<file path="config.mk">
export PLATFORM = sky130hd
export DESIGN_NAME = halt_pwr_ctl
export DESIGN_NICKNAME = d
export VERILOG_FILES = /design/src/rtl/halt_pwr_pkg.sv /design/src/rtl/hp_rst_sync.sv /design/src/rtl/hp_wake_ctl.sv /design/src/rtl/hp_pd_regs.sv /design/src/rtl/hp_clk_en.sv /design/src/rtl/halt_pwr_ctl.sv
export SDC_FILE = /design/constraint.sdc
export NUM_CORES = 1
export LEC_CHECK = 0
export BUFFER_PORTS_ARGS = -buffer_cell sky130_fd_sc_hd__buf_2
export CORE_MARGIN = 4
export CORE_UTILIZATION = 46
export CTS_BUF_LIST = sky130_fd_sc_hd__clkbuf_8
export DETAILED_ROUTE_END_ITERATION = 8
export HOLD_SLACK_MARGIN = 0.03
export PLACE_DENSITY = 0.86
export SYNTH_ARGS = -nofsm -noshare
export SYNTH_HDL_FRONTEND = slang
export SYNTH_HIERARCHICAL = 1
export SYNTH_SLANG_ARGS = --single-unit
</file>
<file path="constraint.sdc">
create_clock -name clk -period 1.1 [get_ports clk]
set_clock_uncertainty 0.1 [all_clocks]
set_input_delay 0.165 -clock clk [delete_from_list [all_inputs] [get_ports clk]]
set_output_delay 0.165 -clock clk [all_outputs]
set_load 0.01 [all_outputs]
</file>
<file path="src/rtl/halt_pwr_pkg.sv">
package halt_pwr_pkg;
  typedef struct packed {
    logic rst;
    logic wdt;
    logic mac;
    logic irq;
    logic nmi;
  } wake_cause_t;

  localparam int CAUSE_W = $bits(wake_cause_t);

  localparam logic [1:0] ADDR_PD1  = 2'd0;
  localparam logic [1:0] ADDR_PD2  = 2'd1;
  localparam logic [1:0] ADDR_STAT = 2'd2;
endpackage

</file>
<file path="src/rtl/hp_rst_sync.sv">
module hp_rst_sync #(
  parameter int STAGES = 2
) (
  input  logic clk,
  input  logic rst_n,
  output logic rst_sync_n
);
  logic [STAGES-1:0] sync_q;
  logic [STAGES-1:0] sync_d;

  always_comb begin
    sync_d = {sync_q[STAGES-2:0], 1'b1};
  end

  always_ff @(posedge clk or negedge rst_n) begin
    if (!rst_n) begin
      sync_q <= '0;
    end else begin
      sync_q <= sync_d;
    end
  end

  assign rst_sync_n = sync_q[STAGES-1];
endmodule

</file>
<file path="src/rtl/hp_wake_ctl.sv">
module hp_wake_ctl
  import halt_pwr_pkg::*;
#(
  parameter int NIRQ = 4
) (
  input  logic               clk,
  input  logic               rst_n,
  input  logic               halt_req,
  input  logic               nmi,
  input  logic [NIRQ-1:0]    irq,
  input  logic               mac_rx_irq,
  input  logic               wdt_timeout,
  input  logic               wdt_nmi_en,
  input  logic               wdt_rst_en,
  input  logic               ext_rst_n,
  input  logic               dbg_rst,
  input  logic               bo_rst,
  input  logic               bo_en,
  input  logic               bo_off,
  output logic               halted,
  output logic               pc_hold,
  output logic               rst_req,
  output logic               rst_ev,
  output logic [CAUSE_W-1:0] cause
);
  logic        halted_q, halted_d;
  logic        rst_req_q;
  logic        wdt_wake, wdt_rst, bo_live, any_wake, enter;
  wake_cause_t cause_s;

  always_comb begin
    wdt_wake = wdt_timeout & wdt_nmi_en;
    wdt_rst  = wdt_timeout & wdt_rst_en;
    bo_live  = bo_rst & bo_en & ~bo_off;
    rst_ev   = ~ext_rst_n | dbg_rst | bo_live | wdt_rst;
    any_wake = nmi | (|irq) | mac_rx_irq | wdt_wake;
    enter    = halt_req & ~any_wake & ~rst_ev;

    if (rst_ev) begin
      halted_d = 1'b0;
    end else if (halted_q) begin
      halted_d = ~any_wake;
    end else begin
      halted_d = enter;
    end

    cause_s.rst = halted_q & rst_ev;
    cause_s.wdt = halted_q & wdt_wake;
    cause_s.mac = halted_q & mac_rx_irq;
    cause_s.irq = halted_q & (|irq);
    cause_s.nmi = halted_q & nmi;
  end

  always_ff @(posedge clk or negedge rst_n) begin
    if (!rst_n) begin
      halted_q  <= 1'b0;
      rst_req_q <= 1'b0;
    end else begin
      halted_q  <= halted_d;
      rst_req_q <= rst_ev;
    end
  end

  assign halted  = halted_q;
  assign pc_hold = halted_q | enter;
  assign rst_req = rst_req_q;
  assign cause   = cause_s;
endmodule

</file>
<file path="src/rtl/hp_pd_regs.sv">
module hp_pd_regs
  import halt_pwr_pkg::*;
#(
  parameter int              DW       = 8,
  parameter logic [DW-1:0]   PD1_MASK = 8'hFF,
  parameter logic [DW-1:0]   PD2_MASK = 8'h8F,
  parameter int              VBO_BIT  = 7
) (
  input  logic               clk,
  input  logic               rst_n,
  input  logic               wr_en,
  input  logic               rd_en,
  input  logic [1:0]         addr,
  input  logic [DW-1:0]      wdata,
  input  logic               rst_ev,
  input  logic [CAUSE_W-1:0] cause,
  output logic [DW-1:0]      rdata,
  output logic [DW-1:0]      pd1_q,
  output logic [DW-1:0]      pd2_q,
  output logic               bo_off
);
  logic [DW-1:0]      pd1_d, pd2_d;
  logic [CAUSE_W-1:0] stat_q, stat_d;
  logic               rd_stat;

  always_comb begin
    pd1_d = pd1_q;
    pd2_d = pd2_q;
    if (rst_ev) begin
      pd1_d = '0;
      pd2_d = '0;
    end else if (wr_en) begin
      if (addr == ADDR_PD1) pd1_d = wdata & PD1_MASK;
      if (addr == ADDR_PD2) pd2_d = wdata & PD2_MASK;
    end
    rd_stat = rd_en && (addr == ADDR_STAT);
    stat_d  = (rd_stat ? '0 : stat_q) | cause;
  end

  always_comb begin
    case (addr)
      ADDR_PD1:  rdata = pd1_q;
      ADDR_PD2:  rdata = pd2_q;
      ADDR_STAT: rdata = DW'(stat_q);
      default:   rdata = '0;
    endcase
  end

  always_ff @(posedge clk or negedge rst_n) begin
    if (!rst_n) begin
      pd1_q  <= '0;
      pd2_q  <= '0;
      stat_q <= '0;
    end else begin
      pd1_q  <= pd1_d;
      pd2_q  <= pd2_d;
      stat_q <= stat_d;
    end
  end

  assign bo_off = pd2_q[VBO_BIT];
endmodule

</file>
<file path="src/rtl/hp_clk_en.sv">
module hp_clk_en (
  input  logic clk,
  input  logic rst_n,
  input  logic pd_bit,
  output logic en_q
);
  logic en_d;

  always_comb begin
    en_d = ~pd_bit;
  end

  always_ff @(posedge clk or negedge rst_n) begin
    if (!rst_n) begin
      en_q <= 1'b1;
    end else begin
      en_q <= en_d;
    end
  end
endmodule

</file>
<file path="src/rtl/halt_pwr_ctl.sv">
module halt_pwr_ctl
  import halt_pwr_pkg::*;
#(
  parameter int            DW       = 8,
  parameter int            NIRQ     = 4,
  parameter logic [DW-1:0] PD1_MASK = 8'hFF,
  parameter logic [DW-1:0] PD2_MASK = 8'h8F,
  parameter int            VBO_BIT  = 7
) (
  input  logic            clk,
  input  logic            rst_n,
  input  logic            halt_req,
  input  logic            nmi,
  input  logic [NIRQ-1:0] irq,
  input  logic            mac_rx_irq,
  input  logic            wdt_timeout,
  input  logic            wdt_nmi_en,
  input  logic            wdt_rst_en,
  input  logic            ext_rst_n,
  input  logic            dbg_rst,
  input  logic            bo_rst,
  input  logic            bo_en,
  input  logic            wr_en,
  input  logic            rd_en,
  input  logic [1:0]      addr,
  input  logic [DW-1:0]   wdata,
  output logic [DW-1:0]   rdata,
  output logic            halted,
  output logic            pc_hold,
  output logic            rst_req,
  output logic [2*DW-1:0] pclk_en,
  output logic            bo_det_off
);
  localparam int            PW      = 2 * DW;
  localparam logic [DW-1:0] VBO_ONE = DW'(1) << VBO_BIT;
  localparam logic [PW-1:0] PMASK   = {PD2_MASK & ~VBO_ONE, PD1_MASK};

  logic               rst_int_n;
  logic               rst_ev;
  logic               bo_off;
  logic [CAUSE_W-1:0] cause;
  logic [DW-1:0]      pd1_q, pd2_q;
  logic [PW-1:0]      pd_all, en_raw;

  hp_rst_sync #(.STAGES(2)) u_rst (
    .clk(clk), .rst_n(rst_n), .rst_sync_n(rst_int_n)
  );

  hp_wake_ctl #(.NIRQ(NIRQ)) u_wake (
    .clk(clk), .rst_n(rst_int_n), .halt_req(halt_req), .nmi(nmi), .irq(irq),
    .mac_rx_irq(mac_rx_irq), .wdt_timeout(wdt_timeout), .wdt_nmi_en(wdt_nmi_en),
    .wdt_rst_en(wdt_rst_en), .ext_rst_n(ext_rst_n), .dbg_rst(dbg_rst),
    .bo_rst(bo_rst), .bo_en(bo_en), .bo_off(bo_off), .halted(halted),
    .pc_hold(pc_hold), .rst_req(rst_req), .rst_ev(rst_ev), .cause(cause)
  );

  hp_pd_regs #(.DW(DW), .PD1_MASK(PD1_MASK), .PD2_MASK(PD2_MASK), .VBO_BIT(VBO_BIT)) u_regs (
    .clk(clk), .rst_n(rst_int_n), .wr_en(wr_en), .rd_en(rd_en), .addr(addr),
    .wdata(wdata), .rst_ev(rst_ev), .cause(cause), .rdata(rdata),
    .pd1_q(pd1_q), .pd2_q(pd2_q), .bo_off(bo_off)
  );

  assign pd_all = {pd2_q, pd1_q};

  for (genvar i = 0; i < PW; i++) begin : g_gate
    hp_clk_en u_en (
      .clk(clk), .rst_n(rst_int_n), .pd_bit(pd_all[i]), .en_q(en_raw[i])
    );
  end

  assign pclk_en    = en_raw & PMASK;
  assign bo_det_off = bo_off;
endmodule

</file>
* Word-level counts from Yosys, hierarchy flattened *
Index checks and enable logic that the tools add are counted.

storage, ports and cells
  register bits = 37
  bits of input ports = 28
  output and inout bits = 28
  word-level logic and storage cells = 73

operators by class
  equal/unequal tests = 2
  mux-type cells = 10
  bitwise logic cells = 35
  reduce and logical (&&, ||, !) cells = 8

operators with widths
  cell                                                              count
  8-bit two-way mux                                                 6
  8-bit one-hot mux with 3 select lines                             1
  1-bit inverter                                                    16
  1-bit AND                                                         11
  1-bit bitwise OR                                                  7
  2-bit nonzero test                                                3
  5-bit two-way mux                                                 1
  5-bit bitwise OR                                                  1
  2-bit AND reduction                                               2
  4-bit OR reduction                                                1
  2-bit by 1-bit == test with 1-bit output (second input constant)  1
  2-bit == test (second input constant)                             1
  2-bit zero test                                                   1
  1-bit two-way mux                                                 2
  1-bit logical AND                                                 1

* Logic depth before layout (Yosys ltp) *
  depth in word-level cells = 9
  mapped depth = 5
  depth with buffers taken out = 4

* Cells and area by module *
The synthesis kept the hierarchy.

modules (own cells, without submodules)
  module        times used  cells an instance  area each (sq um)  sequential area each (sq um)
  hp_pd_regs    1           86                 989.7              450.4
  hp_clk_en     12          2                  30.0               26.3
  hp_wake_ctl   1           16                 152.6              50.0
  hp_rst_sync   1           3                  53.8               50.0
  halt_pwr_ctl  1           5                  33.8               0.0

* Worst setup path before layout *
OpenSTA, ideal clock, no wires.

  kind = flip-flop to flip-flop
  from = reg u_regs.pd2_q[7]
  to = reg u_regs.pd1_q[2]
  library setup time = 137 ps
  arrival = 1152 ps
  data required time = 863 ps
  slack = -289 ps
  cell stages (with the launch flop) = 5
  buffers on the path = 1
  period minus slack after synthesis = 1389 ps
  path through = dfrtp_1 > o2111ai_2 > clkbuf_1 > nand2b_1 > mux2i_1

on the way
  word-level cells in the longest chain between the ends = 6
  elaborated cells between the ends (all ways) = 8
  those cells by class = 1 x mux; 4 x bitwise; 3 x reduce/logical

ends and longest elaborated chain
  what                                  line                text
  start, declared                       hp_pd_regs.sv:19    output logic [DW-1:0] pd2_q,
  start signal, assigned                hp_pd_regs.sv:56    pd2_q <= pd2_d;
  1-bit inverter (*)                    hp_wake_ctl.sv:34   bo_live = bo_rst & bo_en & ~bo_off;
  1-bit AND (*)                         hp_wake_ctl.sv:34
  1-bit bitwise OR (*) (2 in a row)     hp_wake_ctl.sv:35   rst_ev = ~ext_rst_n | dbg_rst | bo_live | wdt_rst;
  named net rst_ev                      halt_pwr_ctl.sv:39  logic rst_ev;
  2-bit nonzero test (no source line)   -
  2-bit AND reduction (no source line)  -
  end signal, assigned                  hp_pd_regs.sv:55    pd1_q <= pd1_d;
  end, declared                         hp_pd_regs.sv:18    output logic [DW-1:0] pd1_q,

The timed path passes the listed nets; every way through them passes the cells marked *.
A chain may end at the register's enable or synchronous reset.

* Final worst setup path *
  from = reg u_wake.halted_q (netlist: u_wake/halted)
  to = out pc_hold

on the way
  word-level cells in the longest chain between the ends = 1

ends and longest elaborated chain
  what                    line                text
  start, declared         hp_wake_ctl.sv:26   logic halted_q, halted_d;
  start signal, assigned  hp_wake_ctl.sv:59   halted_q <= halted_d;
  1-bit bitwise OR        hp_wake_ctl.sv:65   assign pc_hold = halted_q | enter;
  end, declared           halt_pwr_ctl.sv:29  output logic pc_hold,

Every way passes these cells.

==> metrics.md <==
| Metric | Value |
|---|---|
| Status | finished with violations |
| Failing checks | setup timing |
| Hold Path Class | in -> reg |
| Final Wtd Congestion | 0.884 |
| Initial antenna violation count | 0 |
| First-pass GRT wire length | 6.53 mm |
| Max Used Layer | met4 |
| WL final | roughly 4.0 mm |
| Reg area | 867 um2 |
| ANT cells | 0 |
| H-Tree Depth | 2 |
| DRT iter0 DRCs | around 60 |
| Total of max-cap violations | 0 |
| Worst-path clk slew | approximately 0.070 ns |
| WL per Instance | 15.2 um |
| Setup CP Type | reg -> out |
| Area grow syn2layout | 56.6% |
| Die Wd | 66.2 um |
| Die Ht | between 60 and 70 um |
| Crit path DAT | 1.20 ns |
| Row count | 20 |
| TritonCTS clock tree | yes |
| Crit path max fanout | 2 |
| CTS buffer count | 5 |
| Congestion Overflow GR | 0 |
| Setup ws final | -0.366 ns |
| Critical Path Source Type | flip-flop |
| Slew Viols, Final | 0 |
| Starting Density | 0.494 |
| CP endpoint kind | output pin |
| Core area | between 3000 and 4000 um2 |
| Fill cells | 211 |
| CP Data Required Time | 0.83 ns |
| Syn Inst Count | 129 |
| RSZ-0062 raised after global routing | true |
| Remaining DRCs | 0 |
| Endpoints failing setup | 43 |
| Final Hold Fails | 0 |
| LEAKAGE | 1.27 nW |
| Avg Cell Area, Syn | 12.1 um2 |
| Net count, final | 248 |
| Met1 Wirelength | 1.51 mm |
| Clk root buf | clkbuf_8 |
| Number of global-route vias before repair | 1418 |
| Multi-input logic area | 681 um2 |
| Antenna violation net count after detailed routing | 0 |
| Maximum VDD drop | 828 uV |
| DRT Pass-1 Iters | 4 |
| Fin crit share | 1.33 |
| HPWL Detailed | 2.61 mm |
| DR vias/cell | 4.85 |
| Clock Path Buffers | 2 |
| Clock Latency Late Sink | 0.28 ns |
| Layout cell share with drive strength beyond 1 | 0.557 |
| CP delay by family, top | flip-flops |
| Worst path bufs/invs | 2 |
| Final period demand of the worst path | 1.47 ns |
| Hold Worst Slack | between 0.04 and 0.05 ns |
| Maximum clock rate | 682 MHz |
| GRT Util Overall | 0.207 |
| TNS Setup | -7.80 ns |
| Pre-CTS setup slack | -0.172 ns |
| Clock sinks | 34 |
| Post-Syn Area | 1560 um2 |
| Pin count of the biggest net entering global routing | 30 |
| Met2 wire len | 2.22 mm |
| Crit-path cells | o211ai_1, buf_4, o21bai_4, buf_6 |
| Routed length on met3 | 209 um |
| YS warnings | 6 |
| P per Cell Area | 1010 nW/um2 |
| Number of I/O port buffers | 51 |
| Pwr Total | approximately 2.5 mW |
| Via count | 1285 |
| Die area | 4380 um2 |
| Slowest stage delay, CP | 0.40 ns |
| I/O pins | 56 |
| Worst path slowest cell | dfrtp_1 |
==> routing by layer <==
metal  up-vias  global-route usage
met5         -                   0
met4         0              0.0939
met3         7              0.0612
met2        46               0.383
met1       634               0.210
li1        598                   -
==> flip-flops by register name, indices dropped and copies added (netlist names) <==
signal	cells
u_regs/pd1_q	8
u_wake/halted	1
u_regs/stat_q	5
u_regs/pd2_q	5
u_wake/rst_req	1
u_rst/sync_q	2
g_gate.u_en/en_q	12
==> worst min-delay path, stage by stage <==
cell	delay [ns]
buf_2	0.10
nand2b_1	0.06
mux2i_1	0.06
==> metrics by stage <==
stage          utilization  instance area (um2)  std cells
2_1_floorplan            -                 1610        132
3_3_place_gp         0.629                 1980        232
3_5_place_dp         0.629                 1980        232
4_1_cts              0.751                 2370        258
5_1_grt              0.773                 2440        265
6_report             0.773                 2440        265
==> power by group <==
group,internal (mW),switching (mW)
Sequential,1.27,0.00845
Clock,0.491,0.412
Combinational,0.151,0.136
Total,1.91,0.557
==> cells in the final DEF, fill, tap and decap left out, types with 2 or more instances in the layout <==
master	instances
buf_2	36
buf_4	28
dfrtp_1	21
buf_6	20
mux2i_1	19
inv_1	15
nand2b_1	15
dfstp_2	12
clkbuf_8	6
nand2b_4	6
conb_1	5
a21o_1	5
o2bb2ai_1	4
buf_12	3
nor2_1	3
dlygate4sd3_1	2
nor3b_2	2
nand2_1	2
and2_4	2
==> worst paths after layout <==
path / cells after the start / endpoint / start / slack, ns
min in group asynchronous: 2 / u_rst/sync_q[0] / rst_n / 0.10
hold / removal: 3 / u_regs/pd1_q[4] / wdata[4] / 0.04
setup / recovery: 4 / pc_hold / u_wake/halted / -0.37
hold reg to reg: 1 / u_regs/pd1_q[4] / u_rst/sync_q[1] / 0.19
setup reg to reg: 6 / u_regs/stat_q[4] / u_regs/pd2_q[7] / -0.31
max in group asynchronous: 1 / u_regs/pd2_q[7] / u_rst/sync_q[1] / 0.10
==> final cells by class <==
cell class	count	share of cell area
flip-flops and latches	34	0.356
well taps	44	0.0226
repair buffers	89	0.285
clock buffers	6	0.0339
inverters	13	0.0200
clock inverters	2	0.00308
multi-input cells	77	0.279
==> repair_timing <==
item                                   CTS  global route
endpoints found under the hold margin    5             0
setup buffers                           16             8
gates resized for setup                 28             5
setup endpoints to repair               39            43
pin swaps                                7             2
hold buffers                             2             0
(Power assumes the default switching activity.)
